===== src/rtl/scan_seq_pkg.sv =====
package scan_seq_pkg;

   typedef enum logic [2:0] {
      PH_IDLE,
      PH_FL1,
      PH_FL0,
      PH_LOAD,
      PH_CAPT,
      PH_SHIFT,
      PH_DONE
   } phase_t;

   // Pattern seed word for pattern number k
   function automatic logic [31:0] pat_hash(input logic [31:0] k);
      return (k + 32'd1) * 32'h9E3779B1;
   endfunction

endpackage


===== src/rtl/scan_cut_logic.sv =====
module scan_cut_logic #(
   parameter int N = 8
) (
   input  logic [N-1:0] state,
   input  logic [N-1:0] pi,
   output logic [N-1:0] nxt
);
   // Next state: rotate left by one, then mix in the primary inputs
   assign nxt = {state[N-2:0], state[N-1]} ^ pi;
endmodule


===== src/rtl/scan_chain.sv =====
module scan_chain #(
   parameter int N        = 8,
   parameter int FLT_KIND = 0,
   parameter int FLT_BIT  = 0,
   parameter bit FLT_VAL  = 1'b0
) (
   input  logic         clk,
   input  logic         rst_n,
   input  logic         scan_en,
   input  logic         scan_in,
   input  logic [N-1:0] func_d,
   output logic [N-1:0] q,
   output logic         scan_out
);
   localparam int KIND_FUNC = 1;
   localparam int KIND_SHIFT = 2;

   for (genvar i = 0; i < N; i++) begin : g_bit
      logic sh_src;
      logic fn_src;
      logic d;
      logic flop;

      if (i == 0) begin : g_head
         assign sh_src = scan_in;
      end else begin : g_link
         assign sh_src = q[i-1];
      end

      if (FLT_KIND == KIND_FUNC && i == FLT_BIT) begin : g_fn_stuck
         assign fn_src = FLT_VAL;
      end else begin : g_fn
         assign fn_src = func_d[i];
      end

      if (FLT_KIND == KIND_SHIFT && i == FLT_BIT) begin : g_sh_stuck
         assign d = scan_en ? (FLT_VAL | (sh_src & FLT_VAL)) : fn_src;
      end else begin : g_mux
         assign d = scan_en ? sh_src : fn_src;
      end

      always_ff @(posedge clk or negedge rst_n) begin
         if (!rst_n) flop <= 1'b0;
         else        flop <= d;
      end

      assign q[i] = flop;
   end

   assign scan_out = q[N-1];
endmodule


===== src/rtl/scan_seq_ctrl.sv =====
module scan_seq_ctrl
   import scan_seq_pkg::*;
#(
   parameter int N    = 8,
   parameter int NPAT = 6
) (
   input  logic                      clk,
   input  logic                      rst_n,
   input  logic                      start,
   input  logic                      scan_out,
   output logic                      scan_en,
   output logic                      scan_in,
   output logic [N-1:0]              pi,
   output logic                      done,
   output logic                      fail,
   output logic [$clog2(NPAT+1)-1:0] fail_idx
);
   localparam int CW = $clog2(2*N);
   localparam int LW = $clog2(N);
   localparam int KW = (NPAT > 1) ? $clog2(NPAT) : 1;
   localparam int IW = $clog2(NPAT+1);

   phase_t          ph;
   logic [CW-1:0]   cnt;
   logic [KW-1:0]   k;
   logic [LW-1:0]   bpos;
   logic [N-1:0]    s_first, s_cur, s_nxt, p_cur, e_cur;
   logic            last_pat, in_flush, fill_done, flush_bad, resp_bad;

   assign s_first  = N'(pat_hash(32'd0));
   assign s_cur    = N'(pat_hash(32'(k)));
   assign p_cur    = N'(pat_hash(32'(k)) >> 16);
   assign s_nxt    = N'(pat_hash(32'(k) + 32'd1));
   assign e_cur    = {s_cur[N-2:0], s_cur[N-1]} ^ p_cur;

   assign bpos      = LW'(N-1) - LW'(cnt);
   assign last_pat  = (k == KW'(NPAT-1));
   assign in_flush  = (ph == PH_FL1) || (ph == PH_FL0);
   assign fill_done = (cnt >= CW'(N));
   assign flush_bad = in_flush && fill_done && (scan_out != (ph == PH_FL1));
   assign resp_bad  = (ph == PH_SHIFT) && (scan_out != e_cur[bpos]);

   assign scan_en = (ph == PH_FL1) || (ph == PH_FL0) ||
                    (ph == PH_LOAD) || (ph == PH_SHIFT);
   assign done    = (ph == PH_DONE);
   assign pi      = (ph == PH_CAPT) ? p_cur : '0;

   always_comb begin
      case (ph)
         PH_FL1:   scan_in = 1'b1;
         PH_LOAD:  scan_in = s_first[bpos];
         PH_SHIFT: scan_in = last_pat ? 1'b0 : s_nxt[bpos];
         default:  scan_in = 1'b0;
      endcase
   end

   always_ff @(posedge clk or negedge rst_n) begin
      if (!rst_n) begin
         ph       <= PH_IDLE;
         cnt      <= '0;
         k        <= '0;
         fail     <= 1'b0;
         fail_idx <= '0;
      end else begin
         case (ph)
            PH_IDLE: if (start) begin
               ph       <= PH_FL1;
               cnt      <= '0;
               fail     <= 1'b0;
               fail_idx <= '0;
            end
            PH_FL1, PH_FL0: begin
               if (cnt == CW'(2*N-1)) begin
                  ph  <= (ph == PH_FL1) ? PH_FL0 : PH_LOAD;
                  cnt <= '0;
               end else cnt <= cnt + 1'b1;
            end
            PH_LOAD: begin
               if (cnt == CW'(N-1)) begin
                  ph  <= PH_CAPT;
                  cnt <= '0;
                  k   <= '0;
               end else cnt <= cnt + 1'b1;
            end
            PH_CAPT: begin
               ph  <= PH_SHIFT;
               cnt <= '0;
            end
            PH_SHIFT: begin
               if (cnt == CW'(N-1)) begin
                  cnt <= '0;
                  if (last_pat) ph <= PH_DONE;
                  else begin
                     ph <= PH_CAPT;
                     k  <= k + 1'b1;
                  end
               end else cnt <= cnt + 1'b1;
            end
            default: ph <= PH_IDLE;
         endcase
         if (!fail && (flush_bad || resp_bad)) begin
            fail     <= 1'b1;
            fail_idx <= flush_bad ? IW'(NPAT) : IW'(k);
         end
      end
   end
endmodule


===== src/rtl/scan_seq_top.sv =====
module scan_seq_top #(
   parameter int N        = 8,
   parameter int NPAT     = 6,
   parameter int FLT_KIND = 0,
   parameter int FLT_BIT  = 0,
   parameter bit FLT_VAL  = 1'b0
) (
   input  logic                      clk,
   input  logic                      rst_n,
   input  logic                      start,
   output logic                      scan_en,
   output logic                      scan_in,
   output logic                      scan_out,
   output logic [N-1:0]              pi,
   output logic                      done,
   output logic                      fail,
   output logic [$clog2(NPAT+1)-1:0] fail_idx
);
   if (N < 2 || N > 16) begin : g_bad_n
      $error("scan_seq_top: N must lie in 2..16");
   end
   if (NPAT < 1) begin : g_bad_npat
      $error("scan_seq_top: NPAT must be at least 1");
   end
   if (FLT_KIND < 0 || FLT_KIND > 2 || FLT_BIT < 0 || FLT_BIT >= N) begin : g_bad_flt
      $error("scan_seq_top: fault selection out of range");
   end

   logic [N-1:0] chain_q;
   logic [N-1:0] func_d;

   scan_seq_ctrl #(.N(N), .NPAT(NPAT)) u_ctrl (
      .clk      (clk),
      .rst_n    (rst_n),
      .start    (start),
      .scan_out (scan_out),
      .scan_en  (scan_en),
      .scan_in  (scan_in),
      .pi       (pi),
      .done     (done),
      .fail     (fail),
      .fail_idx (fail_idx)
   );

   scan_cut_logic #(.N(N)) u_cut (
      .state (chain_q),
      .pi    (pi),
      .nxt   (func_d)
   );

   scan_chain #(
      .N(N), .FLT_KIND(FLT_KIND), .FLT_BIT(FLT_BIT), .FLT_VAL(FLT_VAL)
   ) u_chain (
      .clk      (clk),
      .rst_n    (rst_n),
      .scan_en  (scan_en),
      .scan_in  (scan_in),
      .func_d   (func_d),
      .q        (chain_q),
      .scan_out (scan_out)
   );
endmodule


===== config.mk =====
export PLATFORM = sky130hd
export DESIGN_NAME = scan_seq_top
export DESIGN_NICKNAME = d
export VERILOG_FILES = /design/src/rtl/scan_seq_pkg.sv /design/src/rtl/scan_cut_logic.sv /design/src/rtl/scan_chain.sv /design/src/rtl/scan_seq_ctrl.sv /design/src/rtl/scan_seq_top.sv
export SDC_FILE = /design/constraint.sdc
export NUM_CORES = 1
export LEC_CHECK = 0
export BUFFER_PORTS_ARGS = -buffer_cell sky130_fd_sc_hd__buf_2
export CAP_MARGIN = 5
export CORE_UTILIZATION = 51
export CTS_CLUSTER_SIZE = 12
export DETAILED_ROUTE_END_ITERATION = 10
export PLACE_DENSITY_LB_ADDON = 0.3
export SLEW_MARGIN = 20
export SYNTH_ARGS = -nofsm -noshare
export SYNTH_HDL_FRONTEND = slang
export SYNTH_SLANG_ARGS = --single-unit

===== constraint.sdc =====
create_clock -name clk -period 5.15 [get_ports clk]
set_clock_uncertainty 0.05 [all_clocks]
set_input_delay 1.03 -clock clk [delete_from_list [all_inputs] [get_ports clk]]
set_output_delay 1.03 -clock clk [all_outputs]
set_load 0.005 [all_outputs]

* Word-level counts from Yosys, hierarchy flattened
Memories as Yosys holds them, arrays and structs flattened.
Index checks and enable logic that the tools add are counted.
** Operators by class
- $add $sub $neg :: 5
- $mul :: 2
- $lt $le $gt $ge :: 2
- Equality and inequality tests :: 16
- Muxes and demuxes :: 38
- Bitwise logic cells :: 2
- Reduce and logical (&&, ||, !) cells :: 20
** Operators by type and width (number)
- $mux W3 :: 11
- $add A32 B1 Y32 const B :: 1
- $mul A32 B32 Y8 const B :: 1
- $mul A4 B32 Y24 const B :: 1
- $mux W1 :: 16
- $pmux W4 S4 :: 1
- $xor A8 B8 Y8 :: 2
- $pmux W3 S5 :: 1
- $eq A3 B3 Y1 const B :: 4
- $mux W4 :: 3
- $mux W8 :: 1
- $ne A2 B2 Y1 const B :: 4
- $reduce_and A4 Y1 :: 2
- $bmux W1 S3 :: 2
- $eq A3 B2 Y1 const B :: 2
- $pmux W3 S2 :: 1
- $reduce_bool A2 Y1 :: 3
- $add A3 B1 Y4 const B :: 1
- $add A4 B1 Y4 const B :: 1
- $eq A4 B3 Y1 const B :: 1
- $eq A4 B4 Y1 const B :: 1
- $ge A4 B4 Y1 const B :: 1
- $logic_and A1 B1 Y1 :: 4
- $logic_or A1 B1 Y1 :: 4
- 13 further kinds :: 16
** Word-level totals
- Register bits :: 22
- Bits in read-only memories :: 8
- Input port bits :: 3
- Word-level logic and storage cells :: 99
- Memories :: 1
** Memory list
- (no name shown) :: words 8, bits a word 1, read ports 1, clocked after memory_dff 0, wr ports 0, RTL line scan_seq_ctrl.sv:51 : PH_LOAD: scan_in = s_first[bpos];

* Depth between registers and ports, before layout
Gate-level depths: netlist (run 1).
- Depth after elaboration :: 11
- Mapped depth :: 21
- Mapped depth without buffers :: 20

* By module
From an unflattened synthesis (run 1), not the netlist that was laid out.
** Unflattened totals
- Cells, all modules :: 280
- Area total of the unflattened synthesis :: 2517.4 um^2
** By module, submodules not included
- scan_seq_ctrl :: instances 1, cells an instance 247, area an instance 2055.7 um^2, sequential area each 350.3 um^2
- scan_chain :: instances 1, cells an instance 25, area an instance 391.6 um^2, sequential area each 200.2 um^2
- scan_cut_logic :: instances 1, cells an instance 8, area an instance 70.1 um^2, sequential area each 0.0 um^2

* Worst setup path after synthesis (run 1)
Ideal clock, no wire load.
- Path kind :: reg2out
- From :: reg u_ctrl.k[0]
- To :: out pi[7]
- Data arrival time :: 4.473 ns
- Required time :: 4.070 ns
- Slack :: -0.403 ns
- Cell stages (with the launch flop) :: 19
- Buffers on the path :: 4
- Cells stage by stage :: dfrtp_1 > clkbuf_1 > clkbuf_1 > inv_1 > ha_1 > clkbuf_1 > inv_1 > ha_1 > or2_2 > fa_1 > ha_1 > buf_2 > a21o_1 > a21oi_1 > nor2_1 > a211o_1 > a31oi_1 > xnor2_1 > and2_1
** On the way
- Word-level cells in the longest chain between the ends :: 3
** RTL lines
- start: declaration :: RTL line scan_seq_ctrl.sv:25 : logic [KW-1:0] k;
- start signal: assignment :: RTL line scan_seq_ctrl.sv:95 : k <= k + 1'b1;
- $add A3 B1 Y4 :: RTL line scan_seq_pkg.sv:15 : return (k + 32'd1) * 32'h9E3779B1;
- $mul A4 B32 Y24
- $mux W8 :: RTL line scan_seq_ctrl.sv:46 : assign pi = (ph == PH_CAPT) ? p_cur : '0;
- end: declaration :: RTL line scan_seq_top.sv:14 : output logic [N-1:0] pi,
No other way between the ends.

* Final worst setup path (run 1)
Same ends and word-level chain as after synthesis.

==> flow_metrics.env, run 1 <==
export IMPL_start_util_pct=53.0
export IMPL_io_pin_count=19
export IMPL_hold_ws_ps=387
export IMPL_yosysSeqAreaShare_pct=20.3
export IMPL_critPathTopFamily="adder cells"
export IMPL_clock_latency_ps=270
export IMPL_cp_max_fo=5
export IMPL_place_congestion=0.912
export IMPL_worst_path_most_repeated_cell="ha_4"
export IMPL_p_per_area_nw_per_um2=291
export IMPL_layout_common_cells="nand2_1 (25), ha_1 (24), dfrtp_1 (21)"
export IMPL_wl_per_cell_microns=17.0
export IMPL_die_area_sq_um=5600
export IMPL_die_y_microns=74.9
export IMPL_peakVddDrop_mv=0.274
export IMPL_num_fill_cells=434
export IMPL_layout_commonest_cell="nand2_1"
export IMPL_grt_pass1_vias=2300
export IMPL_grtUsageTotal_pct=26.0
export IMPL_cts_tree="done"
export IMPL_n_antenna_cell=0
export IMPL_core_rowCount=26
export IMPL_synthTopCellsByArea="dfrtp_1 (20%), ha_1 (14%), xor2_1 (5.2%), xnor2_1 (3.9%), a21o_1 (3.6%)"
export IMPL_critPathLaunchType="register"
export IMPL_drt_iter0_markers=271
export IMPL_finalNetCount=386
export IMPL_tightest_slew_ps=623
export IMPL_drt_pass1_iterations=5
export IMPL_port_buffers=18
export IMPL_min_period_ps=5060
export IMPL_fp_dieW_microns=74.9
export IMPL_areaGrowthSynthToFinish_pct=17.2
export IMPL_final_layout_size_suffix_gt1_share_pct=21.9
export IMPL_dpl_hpwl_microns=5280
export IMPL_period_share_pct=98.3
export IMPL_slew_violations=0
export IMPL_syn_inst=320
export IMPL_path_class="reg2out"
export IMPL_cpPeakStageDelay_ps=500
export IMPL_vias=2565
export IMPL_cellLeakagePower_nw=1.54
export IMPL_antenna_left=0
export IMPL_htreeDepth=1
export IMPL_synthDistinctLibCells=54
export IMPL_max_freq_mhz=198
export IMPL_maxCapViolCount=0
export IMPL_cts_clk_slew_worst_paths_ps=90
export IMPL_hold_violations=0
export IMPL_hold_path_class="reg2reg"
export IMPL_path_buf_inv=4
export IMPL_drc_errors=0
export IMPL_synth_largest_area_cell="dfrtp_1"
export IMPL_required_ps=4070
export IMPL_crit_chain="ha_4, xor2_2, inv_2, ha_4, inv_2, ha_4, or2_4, fa_2, buf_4, ha_4, o211ai_1, nand2b_1, a211o_1, a31oi_1, xnor2_1, and2_1, buf_2"
export IMPL_yosys_most_used_dff="dfrtp_1"
export IMPL_endpoint_kind="output port"
export IMPL_routed_wirelength_microns=7100
export IMPL_crit_arrival_ps=3980
export IMPL_power_total_mw=0.922
export IMPL_grt_max_degree=23
export IMPL_core_sq_um=5110
export IMPL_synth_top_area_share_pct=20.3
export IMPL_cts_buffers=3
export IMPL_grt_pass1_wl_microns=11000
export IMPL_crit_path_top_delay_cell="fa_2"
export IMPL_final_setup_viol_count=0
export IMPL_antenna_found_initial=0
export IMPL_yosysWarnings=0
export IMPL_synth_edff_count=0
export IMPL_cts_sinks=22
export IMPL_async_reset_ff_share_pct=100
export IMPL_via_per_inst=6.15
export IMPL_syn_nets=358
export IMPL_avgSynthCellArea_sq_um=8.46
export IMPL_slew_headroom_pct=58.5
export IMPL_fin_util_pct=62.2
export IMPL_grt_overflow_total=0
export IMPL_outcome="finished, final reports clean"
export IMPL_clock_path_buffers=2
export IMPL_cts_root_buf="clkbuf_8"
export IMPL_synth_seq_cells=22
export IMPL_synth_area_sq_um=2710
[worst paths after layout]
| check | from | end | slack (ps) | cells after the start |
|---|---|---|---|---|
| min reg2reg | u_chain.g_bit[2].flop | u_chain.g_bit[3].flop | 390 | 1 |
| min in group asynchronous | rst_n | u_chain.scan_out | 670 | 1 |
| max | u_ctrl.k[0] | pi[7] | 90 | 17 |
| min | u_chain.g_bit[2].flop | u_chain.g_bit[3].flop | 390 | 1 |
| max reg2reg | u_ctrl.k[0] | u_ctrl.fail_idx[1] | 230 | 20 |
| max in group asynchronous | rst_n | u_ctrl.k[0] | 4000 | 1 |
[report_power, final]
part	switching (mW)	total, mW	internal [mW]
registers	0.124	0.362	0.237
logic	0.200	0.396	0.196
clock network	0.0607	0.165	0.104
[cells by family after synthesis]
group / share of synthesized area [%]
simple gates: 19.6
compound gates: 24.0
fa+ha+maj: 17.3
buf+inv: 5.08
xor+xnor: 9.06
flops: 20.3
mux: 4.62
[synthesized netlist by cell type (3+ instances only)]
library cell  number
a21oi_1           16
clkbuf_1          10
nand3_1           11
a21o_1            13
buf_2              5
and2_1             8
o21a_1             4
xor2_1            16
a211oi_1           4
o21ai_0           14
o211ai_1           6
nand2_1           25
a31oi_1           10
inv_1             16
or2_2              3
nand2b_1           5
and3_1             5
nor2b_1            3
mux2i_1            8
a311o_1            4
nor3_1             5
ha_1              31
xnor2_1           12
dfrtp_1           22
and4_1             4
nor2_1            19
fa_1               4
[through the flow]
stage	TNS, ps	instance area, sq um	worst slack [ps]	instances
2_1_floorplan	0	2730	12.6	320
3_3_place_gp	0	2890	125	402
3_5_place_dp	0	2890	99.5	402
4_1_cts	0	3070	20.9	411
5_1_grt	-184	3170	-70.1	417
6_report	0	3170	87.4	417
[what timing repair did]
item	in CTS	in global routing
setup endpoints to repair	7	9
setup buffers	5	6
endpoints found under the hold margin	0	0
pin swaps	5	8
gates resized for setup	10	14
hold buffers	0	0
[metal layers]
metal | track usage (%) | wire length (microns) | vias up
met5 | 0 | 0 | -
met4 | 9.01 | 146 | 0
met3 | 3.75 | 395 | 15
met2 | 41.4 | 3440 | 101
met1 | 36.1 | 3110 | 1237
li1 | - | - | 1212
[registers in the layout (all words and copies together), names as in the netlist]
register and flops:
u_ctrl.fail_idx 3, u_ctrl.ph 3, u_ctrl.cnt 4, u_chain.g_bit.flop 7, u_ctrl.fail 1, u_ctrl.k 3
u_chain.scan_out 1
[area by class of cell]
type / count / area (sq um) / share of cell area, %
clock buffers: 3 / 41.3 / 1.30
repair buffers: 39 / 260 / 8.20
flip-flops and latches: 22 / 552 / 17.4
inverters: 17 / 67.6 / 2.13
clock inverters: 1 / 30.0 / 0.946
well taps: 70 / 87.6 / 2.76
multi-input cells: 265 / 2140 / 67.3
(Power assumes the default switching activity.)
==> run 2: changes to the inputs <==
--- a/config.mk
+++ b/config.mk
@@ -5,9 +5,10 @@
 export SDC_FILE = /design/constraint.sdc
 export NUM_CORES = 1
 export LEC_CHECK = 0
+export ABC_AREA = 1
 export BUFFER_PORTS_ARGS = -buffer_cell sky130_fd_sc_hd__buf_2
 export CAP_MARGIN = 5
-export CORE_UTILIZATION = 51
+export CORE_UTILIZATION = 53
 export CTS_CLUSTER_SIZE = 12
 export DETAILED_ROUTE_END_ITERATION = 10
 export PLACE_DENSITY_LB_ADDON = 0.3
==> constraint.sdc (replaced) <==
create_clock -name clk -period 4.9 [get_ports clk]
set_clock_uncertainty 0.05 [all_clocks]
set_input_delay 0.98 -clock clk [delete_from_list [all_inputs] [get_ports clk]]
set_output_delay 0.98 -clock clk [all_outputs]
set_load 0.005 [all_outputs]
==> run 2 against run 1 <==
Register-to-register slack gained 340 ps. Synthesized cell count grew 30%. Hold slack gained 12 ps. Highest routed layer unchanged. Critical path depth is the same. Count of clock-buffer cells in the layout grew 1. First-iteration DRC count shrank 1.5%. Power shrank 66%. Largest power group is now registers. Flip-flop and latch count is the same. Worst setup slack lost 4.3 ps. Die area shrank 2.0%.
==> flow_metrics.env, run 2 <==
export IMPL_outcome="finished, final reports clean"
export IMPL_max_freq_mhz=208
export IMPL_cts_buffers=3
export IMPL_grt_pass1_vias=2580
export IMPL_clock_latency_ps=270
export IMPL_cts_clk_slew_worst_paths_ps=80
export IMPL_final_layout_size_suffix_gt1_share_pct=23.7
export IMPL_cts_root_buf="clkbuf_8"
export IMPL_yosysSeqAreaShare_pct=20.0
export IMPL_avgSynthCellArea_sq_um=6.64
export IMPL_htreeDepth=1
export IMPL_grtUsageTotal_pct=27.6
export IMPL_place_area_sq_um=2970
export IMPL_die_y_microns=74.1
export IMPL_drt_pass1_iterations=5
export IMPL_grt_max_degree=23
export IMPL_slew_headroom_pct=66.2
export IMPL_largest_reg_flops=7
export IMPL_critPathLaunchType="register"
export IMPL_endpoint_kind="output port"
export IMPL_synth_top_area_share_pct=20.0
export IMPL_multi_input_area_sq_um=2080
export IMPL_required_ps=3870
export IMPL_fin_util_pct=67.6
export IMPL_final_cell_area_sq_um=3280
export IMPL_cts_tree="done"
export IMPL_antenna_left=0
export IMPL_cpPeakStageDelay_ps=480
export IMPL_core_sq_um=4850
export IMPL_synthTopCellsByCount="nand2_1 (109), inv_1 (58), nand3_1 (47)"
export IMPL_swShare_pct=20.1
export IMPL_layout_common_cells="nand2_1 (105), inv_1 (55), nand3_1 (45)"
export IMPL_drc_errors=0
export IMPL_grt_pass1_wl_microns=11600
export IMPL_power_clock_fraction_pct=41.5
export IMPL_crit_arrival_ps=3790
export IMPL_port_buffers=18
export IMPL_synth_area_sq_um=2760
export IMPL_num_fill_cells=401
export IMPL_synth_largest_area_cell="dfrtp_1"
export IMPL_register_area_sq_um=551
export IMPL_drt_iter0_markers=267
export IMPL_p_per_area_nw_per_um2=96.9
export IMPL_power_frac_seq_pct=57.1
export IMPL_tightest_slew_ps=507
export IMPL_cellLeakagePower_nw=1.77
export IMPL_crit_path_top_delay_cell="fa_2"
export IMPL_hold_violations=0
export IMPL_vias=2886
export IMPL_place_congestion=1.03
export IMPL_start_util_pct=56.8
export IMPL_yosys_most_used_dff="dfrtp_1"
export IMPL_via_per_inst=5.53
export IMPL_antenna_found_initial=0
export IMPL_final_setup_viol_count=0
export IMPL_layout_commonest_cell="nand2_1"
export IMPL_core_rowCount=25
export IMPL_maxCapViolCount=0
export IMPL_hold_path_class="reg2reg"
export IMPL_yosysMostFrequentCell="nand2_1"
export IMPL_path_class="reg2out"
export IMPL_clock_path_buffers=2
export IMPL_dpl_hpwl_microns=5790
export IMPL_cp_max_fo=3
export IMPL_min_period_ps=4820
export IMPL_areaGrowthSynthToFinish_pct=19.0
export IMPL_p_int_mw=0.254
export IMPL_yosysWarnings=0
export IMPL_pwr_share_comb_pct=1.4
export IMPL_grt_overflow_total=0
export IMPL_largest_registers="u_chain.g_bit.flop (7), u_ctrl.cnt (4)"
export IMPL_switchingPower_mw=0.0639
export IMPL_crit_chain="ha_1, or2_1, nand2_4, inv_2, ha_4, inv_2, ha_4, or2_4, fa_2, ha_4, nand2_1, o21ai_0, inv_1, nand2_1, nand2_1, a21oi_1, buf_2"
export IMPL_slew_violations=0
export IMPL_regMostFlops="u_chain.g_bit.flop"
export IMPL_async_reset_ff_share_pct=100
export IMPL_rsz0062_at_grt="yes"
export IMPL_die_area_sq_um=5490
export IMPL_synthTopCellsByArea="dfrtp_1 (20%), nand2_1 (15%), ha_1 (14%), nand3_1 (8.5%), inv_1 (7.9%)"
export IMPL_synth_edff_count=0
export IMPL_n_antenna_cell=0
export IMPL_peakVddDrop_mv=0.101
export IMPL_synthDistinctLibCells=38
export IMPL_synth_seq_cells=22
export IMPL_io_pin_count=19
export IMPL_cts_sinks=22
export IMPL_routed_wirelength_microns=7600
export IMPL_fp_dieW_microns=74.1
export IMPL_finalNetCount=494
export IMPL_wl_per_cell_microns=14.6
export IMPL_syn_nets=453
export IMPL_period_share_pct=98.3
export IMPL_syn_inst=415
[run 2: final cells by class]
cell class	count	share of cell area (%)
clock buffer	4	1.68
inverter	67	7.67
multi-input combinational	321	63.3
sequential	22	16.8
tap	67	2.56
timing repair buffer	41	8.01
[run 2: power groups by stage]
stage | registers, mW | clock network (mW) | logic (mW)
4_1_cts | 0.181 | 0.135 | 0.00457
2_1_floorplan | 0.185 | 0 | 0.000148
5_1_grt | 0.181 | 0.139 | 0.00519
3_3_place_gp | 0.185 | 0 | 0.00447
6_report | 0.181 | 0.132 | 0.00440
3_5_place_dp | 0.185 | 0 | 0.00458
[run 2: metrics by stage]
step | power [mW] | setup WS [ps] | cells | TNS [ps] | hold WS (ps)
after CTS | 0.321 | 3.97 | 513 | 0 | 396
final | 0.318 | 83.2 | 522 | 0 | 399
after global placement | 0.189 | 174 | 505 | 0 | 376
after detailed placement | 0.190 | 76.4 | 505 | 0 | 381
after floorplan | 0.185 | 176 | 415 | 0 | 370
after global routing | 0.326 | -57.6 | 522 | -221 | 421
[run 2: logic make-up (layout without fill, tap and decap cells)]
family | count (synthesis) | count (layout) | share of synthesized area, %
adder cells (fa/ha/maj) | 35 | 35 | 17.0
XOR/XNOR | 19 | 19 | 6.58
AO/OA/AOI/OAI | 48 | 48 | 10.0
AND/OR/NAND/NOR | 219 | 219 | 36.1
buffers and inverters | 72 | 112 | 10.3
flip-flops | 22 | 22 | 20.0
[run 2: routing by layer]
layer / vias to the layer above / share of wire (%) / wire length [microns] / global-route usage, %
met3: 18 / 6.3 / 480 / 4.74
li1: 1414 / - / - / -
met2: 135 / 47 / 3570 / 47.7
met4: 0 / 2.2 / 170 / 6.84
met1: 1319 / 44 / 3380 / 35.7
met5: - / 0 / 0 / 0
[run 2: worst paths after layout]
check / end / slack, ps / from / depth (start not counted)
worst max-delay path: pi[1] / 80 / u_ctrl.k[0] / 17
worst min-delay path: u_chain.g_bit[1].flop / 400 / u_chain.g_bit[0].flop / 1
worst max register to register: u_ctrl.fail_idx[2] / 570 / u_ctrl.k[0] / 27
worst min register to register: u_chain.g_bit[1].flop / 400 / u_chain.g_bit[0].flop / 1
max in group asynchronous: u_ctrl.fail_idx[2] / 3830 / rst_n / 1
min in group asynchronous: u_ctrl.fail_idx[1] / 620 / rst_n / 1
[run 2: worst max-delay path, delay by kind of cell (launching register included)]
family | cells | cell delay (ps)
buffers and inverters | 4 | 380
and+or+nand+nor | 6 | 860
DFF | 1 | 390
adders and majority gates | 5 | 1420
AOI/OAI and AO/OA | 2 | 470
[run 2: repair_timing]
| action | CTS | global route |
|---|---|---|
| resized for setup | 14 | 18 |
| setup endpoints to repair | 8 | 8 |
| pin swaps | 5 | 17 |
| hold buffers | 0 | 0 |
| hold endpoints to repair | 0 | 0 |
| setup buffers | 4 | 9 |
